==> config.mk <==
export PLATFORM = sky130hd
export DESIGN_NAME = pwm_dac_top
export DESIGN_NICKNAME = d
export VERILOG_FILES = /design/src/rtl/pwm_dac_pkg.sv /design/src/rtl/pwm_timebase.sv /design/src/rtl/pwm_channel.sv /design/src/rtl/pwm_pin_mux.sv /design/src/rtl/pwm_dac_top.sv
export SDC_FILE = /design/constraint.sdc
export NUM_CORES = 1
export LEC_CHECK = 0
export BUFFER_PORTS_ARGS = -buffer_cell sky130_fd_sc_hd__buf_2
export CAP_MARGIN = 20
export CORE_MARGIN = 5
export CORE_UTILIZATION = 60
export CTS_BUF_LIST = sky130_fd_sc_hd__clkbuf_4
export CTS_CLUSTER_DIAMETER = 80
export CTS_CLUSTER_SIZE = 40
export DETAILED_ROUTE_END_ITERATION = 8
export PLACE_DENSITY_LB_ADDON = 0.08
export SLEW_MARGIN = 5
export SYNTH_ARGS = -nofsm -noshare
export SYNTH_HDL_FRONTEND = slang
export SYNTH_HIERARCHICAL = 1
export SYNTH_SLANG_ARGS = --single-unit
==> constraint.sdc <==
create_clock -name clk -period 2.1 [get_ports clk]
set_clock_uncertainty 0.05 [all_clocks]
set_input_delay 0.105 -clock clk [delete_from_list [all_inputs] [get_ports clk]]
set_output_delay 0.105 -clock clk [all_outputs]
set_load 0.02 [all_outputs]
==> src/rtl/pwm_dac_pkg.sv <==
package pwm_dac_pkg;

  // Source selected for one pin
  typedef enum logic {
    PIN_LATCH = 1'b0,
    PIN_PWM   = 1'b1
  } pin_src_e;

  // Level on a released open-drain pin
  localparam logic PIN_RELEASED = 1'b1;

endpackage

==> src/rtl/pwm_timebase.sv <==
module pwm_timebase #(
  parameter int DUTY_W   = 8,
  parameter int PRESCALE = 2
) (
  input  logic              clk,
  input  logic              rst_n,
  input  logic              halt,
  output logic [DUTY_W-1:0] phase,
  output logic              wrap
);

  localparam logic [DUTY_W-1:0] PHASE_LAST = '1;

  logic              step;
  logic [DUTY_W-1:0] phase_q;

  generate
    if (PRESCALE > 1) begin : g_div
      localparam int PW = $clog2(PRESCALE);
      localparam logic [PW-1:0] DIV_LAST = PW'(PRESCALE - 1);
      logic [PW-1:0] div_q;

      always_ff @(posedge clk or negedge rst_n) begin
        if (!rst_n) begin
          div_q <= '0;
        end else if (!halt) begin
          div_q <= (div_q == DIV_LAST) ? '0 : div_q + PW'(1);
        end
      end

      assign step = !halt && (div_q == DIV_LAST);
    end else begin : g_nodiv
      assign step = !halt;
    end
  endgenerate

  always_ff @(posedge clk or negedge rst_n) begin
    if (!rst_n) begin
      phase_q <= '0;
    end else if (step) begin
      phase_q <= phase_q + DUTY_W'(1);
    end
  end

  assign phase = phase_q;
  assign wrap  = step && (phase_q == PHASE_LAST);

  AST_HALT_FREEZES_PHASE: assert property (@(posedge clk) disable iff (!rst_n)
    halt |=> $stable(phase));
  AST_WRAP_LANDS_ZERO: assert property (@(posedge clk) disable iff (!rst_n)
    wrap |=> (phase == '0));

endmodule

==> src/rtl/pwm_channel.sv <==
module pwm_channel #(
  parameter int DUTY_W = 8
) (
  input  logic              clk,
  input  logic              rst_n,
  input  logic              load_en,
  input  logic [DUTY_W-1:0] load_val,
  input  logic              wrap,
  input  logic [DUTY_W-1:0] phase,
  output logic              pull_low
);

  logic [DUTY_W-1:0] shadow_q;
  logic [DUTY_W-1:0] compare_q;

  // Shadow takes accepted writes at any time
  always_ff @(posedge clk or negedge rst_n) begin
    if (!rst_n) begin
      shadow_q <= '0;
    end else if (load_en) begin
      shadow_q <= load_val;
    end
  end

  // Compare register swaps only at the period boundary
  always_ff @(posedge clk or negedge rst_n) begin
    if (!rst_n) begin
      compare_q <= '0;
    end else if (wrap) begin
      compare_q <= shadow_q;
    end
  end

  assign pull_low = (phase < compare_q);

  AST_COMPARE_SWAPS_AT_WRAP: assert property (@(posedge clk) disable iff (!rst_n)
    !wrap |=> $stable(compare_q));
  AST_SHADOW_ONLY_ON_WRITE: assert property (@(posedge clk) disable iff (!rst_n)
    !load_en |=> $stable(shadow_q));

endmodule

==> src/rtl/pwm_pin_mux.sv <==
module pwm_pin_mux
  import pwm_dac_pkg::*;
#(
  parameter int NUM_CH = 4
) (
  input  logic              clk,
  input  logic              rst_n,
  input  logic              halt,
  input  logic              mode_we,
  input  logic [NUM_CH-1:0] mode_d,
  input  logic              latch_we,
  input  logic [NUM_CH-1:0] latch_d,
  input  logic [NUM_CH-1:0] pull_low,
  output logic [NUM_CH-1:0] pin
);

  logic [NUM_CH-1:0] mode_q;
  logic [NUM_CH-1:0] latch_q;
  logic [NUM_CH-1:0] pin_d;
  logic [NUM_CH-1:0] pin_q;

  always_ff @(posedge clk or negedge rst_n) begin
    if (!rst_n) begin
      mode_q  <= {NUM_CH{PIN_LATCH}};
      latch_q <= {NUM_CH{PIN_RELEASED}};
    end else begin
      if (mode_we)  mode_q  <= mode_d;
      if (latch_we) latch_q <= latch_d;
    end
  end

  generate
    for (genvar i = 0; i < NUM_CH; i++) begin : g_pin
      always_comb begin
        if (halt) begin
          pin_d[i] = PIN_RELEASED;
        end else if (pin_src_e'(mode_q[i]) == PIN_PWM) begin
          pin_d[i] = !pull_low[i];
        end else begin
          pin_d[i] = latch_q[i];
        end
      end

      AST_LATCH_PASSES: assert property (@(posedge clk) disable iff (!rst_n)
        (!halt && (pin_src_e'(mode_q[i]) == PIN_LATCH)) |=> (pin[i] == $past(latch_q[i])));
    end
  endgenerate

  always_ff @(posedge clk or negedge rst_n) begin
    if (!rst_n) begin
      pin_q <= {NUM_CH{PIN_RELEASED}};
    end else begin
      pin_q <= pin_d;
    end
  end

  assign pin = pin_q;

  AST_STOP_RELEASES_ALL: assert property (@(posedge clk) disable iff (!rst_n)
    halt |=> (&pin));

endmodule

==> src/rtl/pwm_dac_top.sv <==
module pwm_dac_top #(
  parameter int NUM_CH   = 4,
  parameter int DUTY_W   = 8,
  parameter int PRESCALE = 2
) (
  input  logic                                         clk,
  input  logic                                         rst_n,
  input  logic                                         clk_stop,
  input  logic                                         duty_valid,
  output logic                                         duty_ready,
  input  logic [((NUM_CH > 1) ? $clog2(NUM_CH) : 1)-1:0] duty_chan,
  input  logic [DUTY_W-1:0]                            duty_data,
  input  logic                                         mode_we,
  input  logic [NUM_CH-1:0]                            mode_d,
  input  logic                                         latch_we,
  input  logic [NUM_CH-1:0]                            latch_d,
  output logic [NUM_CH-1:0]                            dac_pin
);

  localparam int CH_IDX_W = (NUM_CH > 1) ? $clog2(NUM_CH) : 1;

  logic [DUTY_W-1:0] phase;
  logic              wrap;
  logic              take;
  logic [NUM_CH-1:0] hit;
  logic [NUM_CH-1:0] pull_low;

  assign duty_ready = rst_n && !clk_stop;
  assign take       = duty_valid && duty_ready;

  pwm_timebase #(
    .DUTY_W   (DUTY_W),
    .PRESCALE (PRESCALE)
  ) u_timebase (
    .clk   (clk),
    .rst_n (rst_n),
    .halt  (clk_stop),
    .phase (phase),
    .wrap  (wrap)
  );

  generate
    for (genvar i = 0; i < NUM_CH; i++) begin : g_ch
      assign hit[i] = take && (duty_chan == CH_IDX_W'(i));

      pwm_channel #(
        .DUTY_W (DUTY_W)
      ) u_channel (
        .clk      (clk),
        .rst_n    (rst_n),
        .load_en  (hit[i]),
        .load_val (duty_data),
        .wrap     (wrap),
        .phase    (phase),
        .pull_low (pull_low[i])
      );
    end
  endgenerate

  pwm_pin_mux #(
    .NUM_CH (NUM_CH)
  ) u_pin_mux (
    .clk      (clk),
    .rst_n    (rst_n),
    .halt     (clk_stop),
    .mode_we  (mode_we),
    .mode_d   (mode_d),
    .latch_we (latch_we),
    .latch_d  (latch_d),
    .pull_low (pull_low),
    .pin      (dac_pin)
  );

  AST_ONE_WRITE_TARGET: assert property (@(posedge clk) disable iff (!rst_n)
    $onehot0(hit));

endmodule

==> flow_summary_export.csv <==
group,metric,value,unit
detailed_routing,vias,2611,
synthesis,synthFlopType,"dfrtp_1",
grt,globalRouteMet2Util,0.306,
power,p_per_area,817,nW/um2
synthesis,netlist_area,3930,um2
grt,met1_usage,0.291,
setup_path,critical_path_arrival,2.20,ns
grt,top_usage_layer,"met2",
setup_path,path_cells,"ha_1 -> a211oi_2 -> o21ai_1 -> a41oi_1 -> nand2_1 -> a21o_1",
synthesis,synthXorXnorAreaFrac,0.0178,
synthesis,synth_compound_area_frac,0.0854,
clock_network,cts-root-buf,"clkbuf_4",
floorplanning,die_width,90.9,um
layout,n_fill_cell,453,
clock_network,cts_tree,"yes",
sta,max_freq,531,MHz
floorplanning,io_pins,29,
synthesis,yosys.area_share.simple,0.0914,
detailed_routing,avgRoutedWirePerCell,16.1,um
detailed_routing,viasPerCell,5.44,
grt,grt_pass1_vias,2635,
detailed_routing,wl,7740,um
synthesis,yosysMostFrequentCell,"dfrtp_1",
grt,grt_max_degree,86,
synthesis,synth_edf_count,0,
synthesis,ys_top_cells_by_count,"dfrtp_1 (77), mux2_2 (44), nand2_1 (42), o21ai_0 (32), ha_1 (29)",
run,cap_violations,0,
outcome,status,"complete, no violations",
synthesis,ys_top_cells_by_area,"dfrtp_1 (49%), mux2_2 (13%), ha_1 (9.2%)",
detailed_routing,dr.pass1.iters,5,
synthesis,synth_fa_ha_area_frac,0.0924,
synthesis,ys_ff_latch,85,
clock_network,clkLatencyLatePin,0.43,ns
power,p_leak,2.28,nW
layout,design_area,4620,um2
synthesis,ys_seq_area_frac,0.544,
sta,tightest_slew,0.544,ns
placed_design,gp_congestion,0.818,
floorplanning,core_area,6350,um2
layout,layout-drive-gt1-share,0.278,
grt,grt_pass1_wl,13200,um
synthesis,ys_async_sr_fraction,1.00,
setup_path,crit_path_end,"u_pin_mux/pin[3]",
synthesis,ys_types,26,
grt,grt_usage,0.201,
setup_path,critPathKind,"reg -> reg",
clock_network,postCtsSetupBuffers,0,
detailed_routing,drt-initial-drc-count,149,
synthesis,avgSynthCellArea,11.8,um2
floorplanning,die_height,90.9,um
worst_hold_path,timing.hold.worst.class,"in -> async",
layout,fin_util,0.728,
setup_path,cp.required,2.42,ns
layout,n_antenna_cell,0,
floorplanning,dieArea,8260,um2
synthesis,yosys_warnings,6,
placed_design,dp_hpwl,5510,um
sta,fin_crit,1.88,ns
sta,fin_setup_tns,0,ns
sta,grt_setup_unrepaired,"false",
synthesis,synthMuxAreaShare,0.129,
sta,finalHoldViolations,0,
sta,post-route-period-util,0.897,
setup_path,crit_path_max_fanout,9,
sta,finalSetupViolCount,0,
clock_network,clk_pin_slew_worst_paths,0.14,ns
setup_path,regToRegStartpoint,"u_timebase/phase[2]",
layout,syn2layout_area_growth,17.7,%
setup_path,rr_worst_depth,6,
synthesis,yosysTopAreaCell,"dfrtp_1",
setup_path,slowest_stage,"dfrtp_1",
setup_path,critical_path.startpoint_type,"flop",
detailed_routing,remaining_drc_errors,0,
setup_path,endpoint_kind,"flop",
floorplanning,rows,29,
grt,gr-usage-met3,0.0475,
clock_network,cts_sinks,85,
grt,overflow,0,
clock_network,cts-buffers-inserted,9,
clock_network,clock_path_buffers,2,
synthesis,netlist_instances,332,
clock_network,cts-htree-levels,3,
setup_path,rrSetupSlack,0.22,ns
sta,finalMaxSlewViolations,0,
grt,antenna_found_initial,0,
setup_path,crit_path_max_incr_delay,0.52,ns
floorplanning,initial_core_util,0.619,
sta,maxSlewHeadroom,0.637,
setup_path,crit_path_start,"u_timebase/phase[2]",
placed_design,io_buffers,28,
setup_path,worst_r2r_endpoint,"u_pin_mux/pin[3]",
sta,holdWs,0.0793,ns
synthesis,syn_nets,385,
power,ir_drop,519,uV
detailed_routing,postRouteAntennaNets,0,
synthesis,synth_top_family_by_area,"multiplexers",
placed_design,place_area,4200,um2
layout,fin_nets,451,
synthesis,synth_top_area_share,0.491,
## per-stage QoR
step                      worst slack [ns]  total power, W  cells
after global placement               0.272         0.00278    437
after floorplan                      0.233         0.00252    332
after detailed placement             0.238         0.00282    437
after global routing                0.0634         0.00400    480
after CTS                            0.220         0.00380    479
final                                0.217         0.00378    480
## worst max-delay path: cells and delay by family, from the launching register on
family                   cells  cell delay [ns]
AND/OR/NAND/NOR              1             0.09
flip-flops                   1             0.52
AO/OA/AOI/OAI                4             0.81
adder cells (fa/ha/maj)      1             0.37
## layer usage
layer	part of all wire	wire length (um)	up-vias
met2	0.48	3690	58
met4	0.014	110	0
li1	-	-	1269
met5	0	0	-
met3	0.042	322	11
met1	0.47	3610	1273
## how the worst min path moves through the flow
stage	start	to	depth (start not counted)
detailed placement	mode_d[3]	u_pin_mux/mode_q[3]	2
global route	rst_n	g_ch[2].u_channel/compare_q[0]	3
CTS	duty_chan[0]	g_ch[3].u_channel/shadow_q[7]	3
floorplan	rst_n	g_ch[0].u_channel/compare_q[0]	0
global placement	mode_d[3]	u_pin_mux/mode_q[3]	2
finish	rst_n	g_ch[3].u_channel/shadow_q[1]	3
## registers in the layout, indices dropped and copies added, names as in the netlist
name / flops
u_pin_mux/mode_q: 4
u_timebase/g_div.div_q: 1
g_ch.u_channel/compare_q: 32
u_timebase/phase: 8
u_pin_mux/pin: 4
u_pin_mux/latch_q: 4
g_ch.u_channel/shadow_q: 32
## cells by family after synthesis
logic type      count (synthesis)
xor+xnor                        8
mux                            45
compound gates                 56
buf+inv                        37
fa+ha+maj                      29
flops                          85
simple gates                   72
## power by group
group	leakage [nW]	total, W	switching (W)	internal [W]
Sequential	0.938	0.00204	0.000159	0.00188
Combinational	1.26	0.000800	0.000382	0.000418
Clock	0.0767	0.000942	0.000573	0.000369
Total	2.28	0.00378	0.00111	0.00267
## cell type report
cell class	instances	area, um2	share of cell area
clock buffer	9	67.6	0.0146
clock inverter	7	73.8	0.0160
inverter	28	105	0.0227
multi-input combinational	210	1630	0.353
sequential	85	2140	0.462
tap	77	96.3	0.0208
timing repair buffer	64	510	0.110
## layout by cell type, fill, tap and decap left out, types with 2 or more instances in the layout
cell,count
dfrtp_1,77
inv_6,2
and4_1,2
a41oi_1,4
buf_4,9
a21o_1,4
mux2_2,44
clkinv_2,2
nor2b_1,4
ha_1,29
a21oi_1,8
o21ai_0,32
a211oi_2,4
o21ai_1,4
dfstp_2,8
nor2_1,8
dlygate4sd3_1,26
nand4_1,4
and3_1,3
and4b_1,2
nand2_1,42
inv_1,28
nor2b_4,2
or2_1,4
clkbuf_4,9
xnor2_1,7
buf_2,27
## timing repair
action	4_1_cts	5_1_grt
resized for setup	0	0
hold buffers	26	0
hold endpoints to repair	122	0
(Power assumes the default switching activity.)
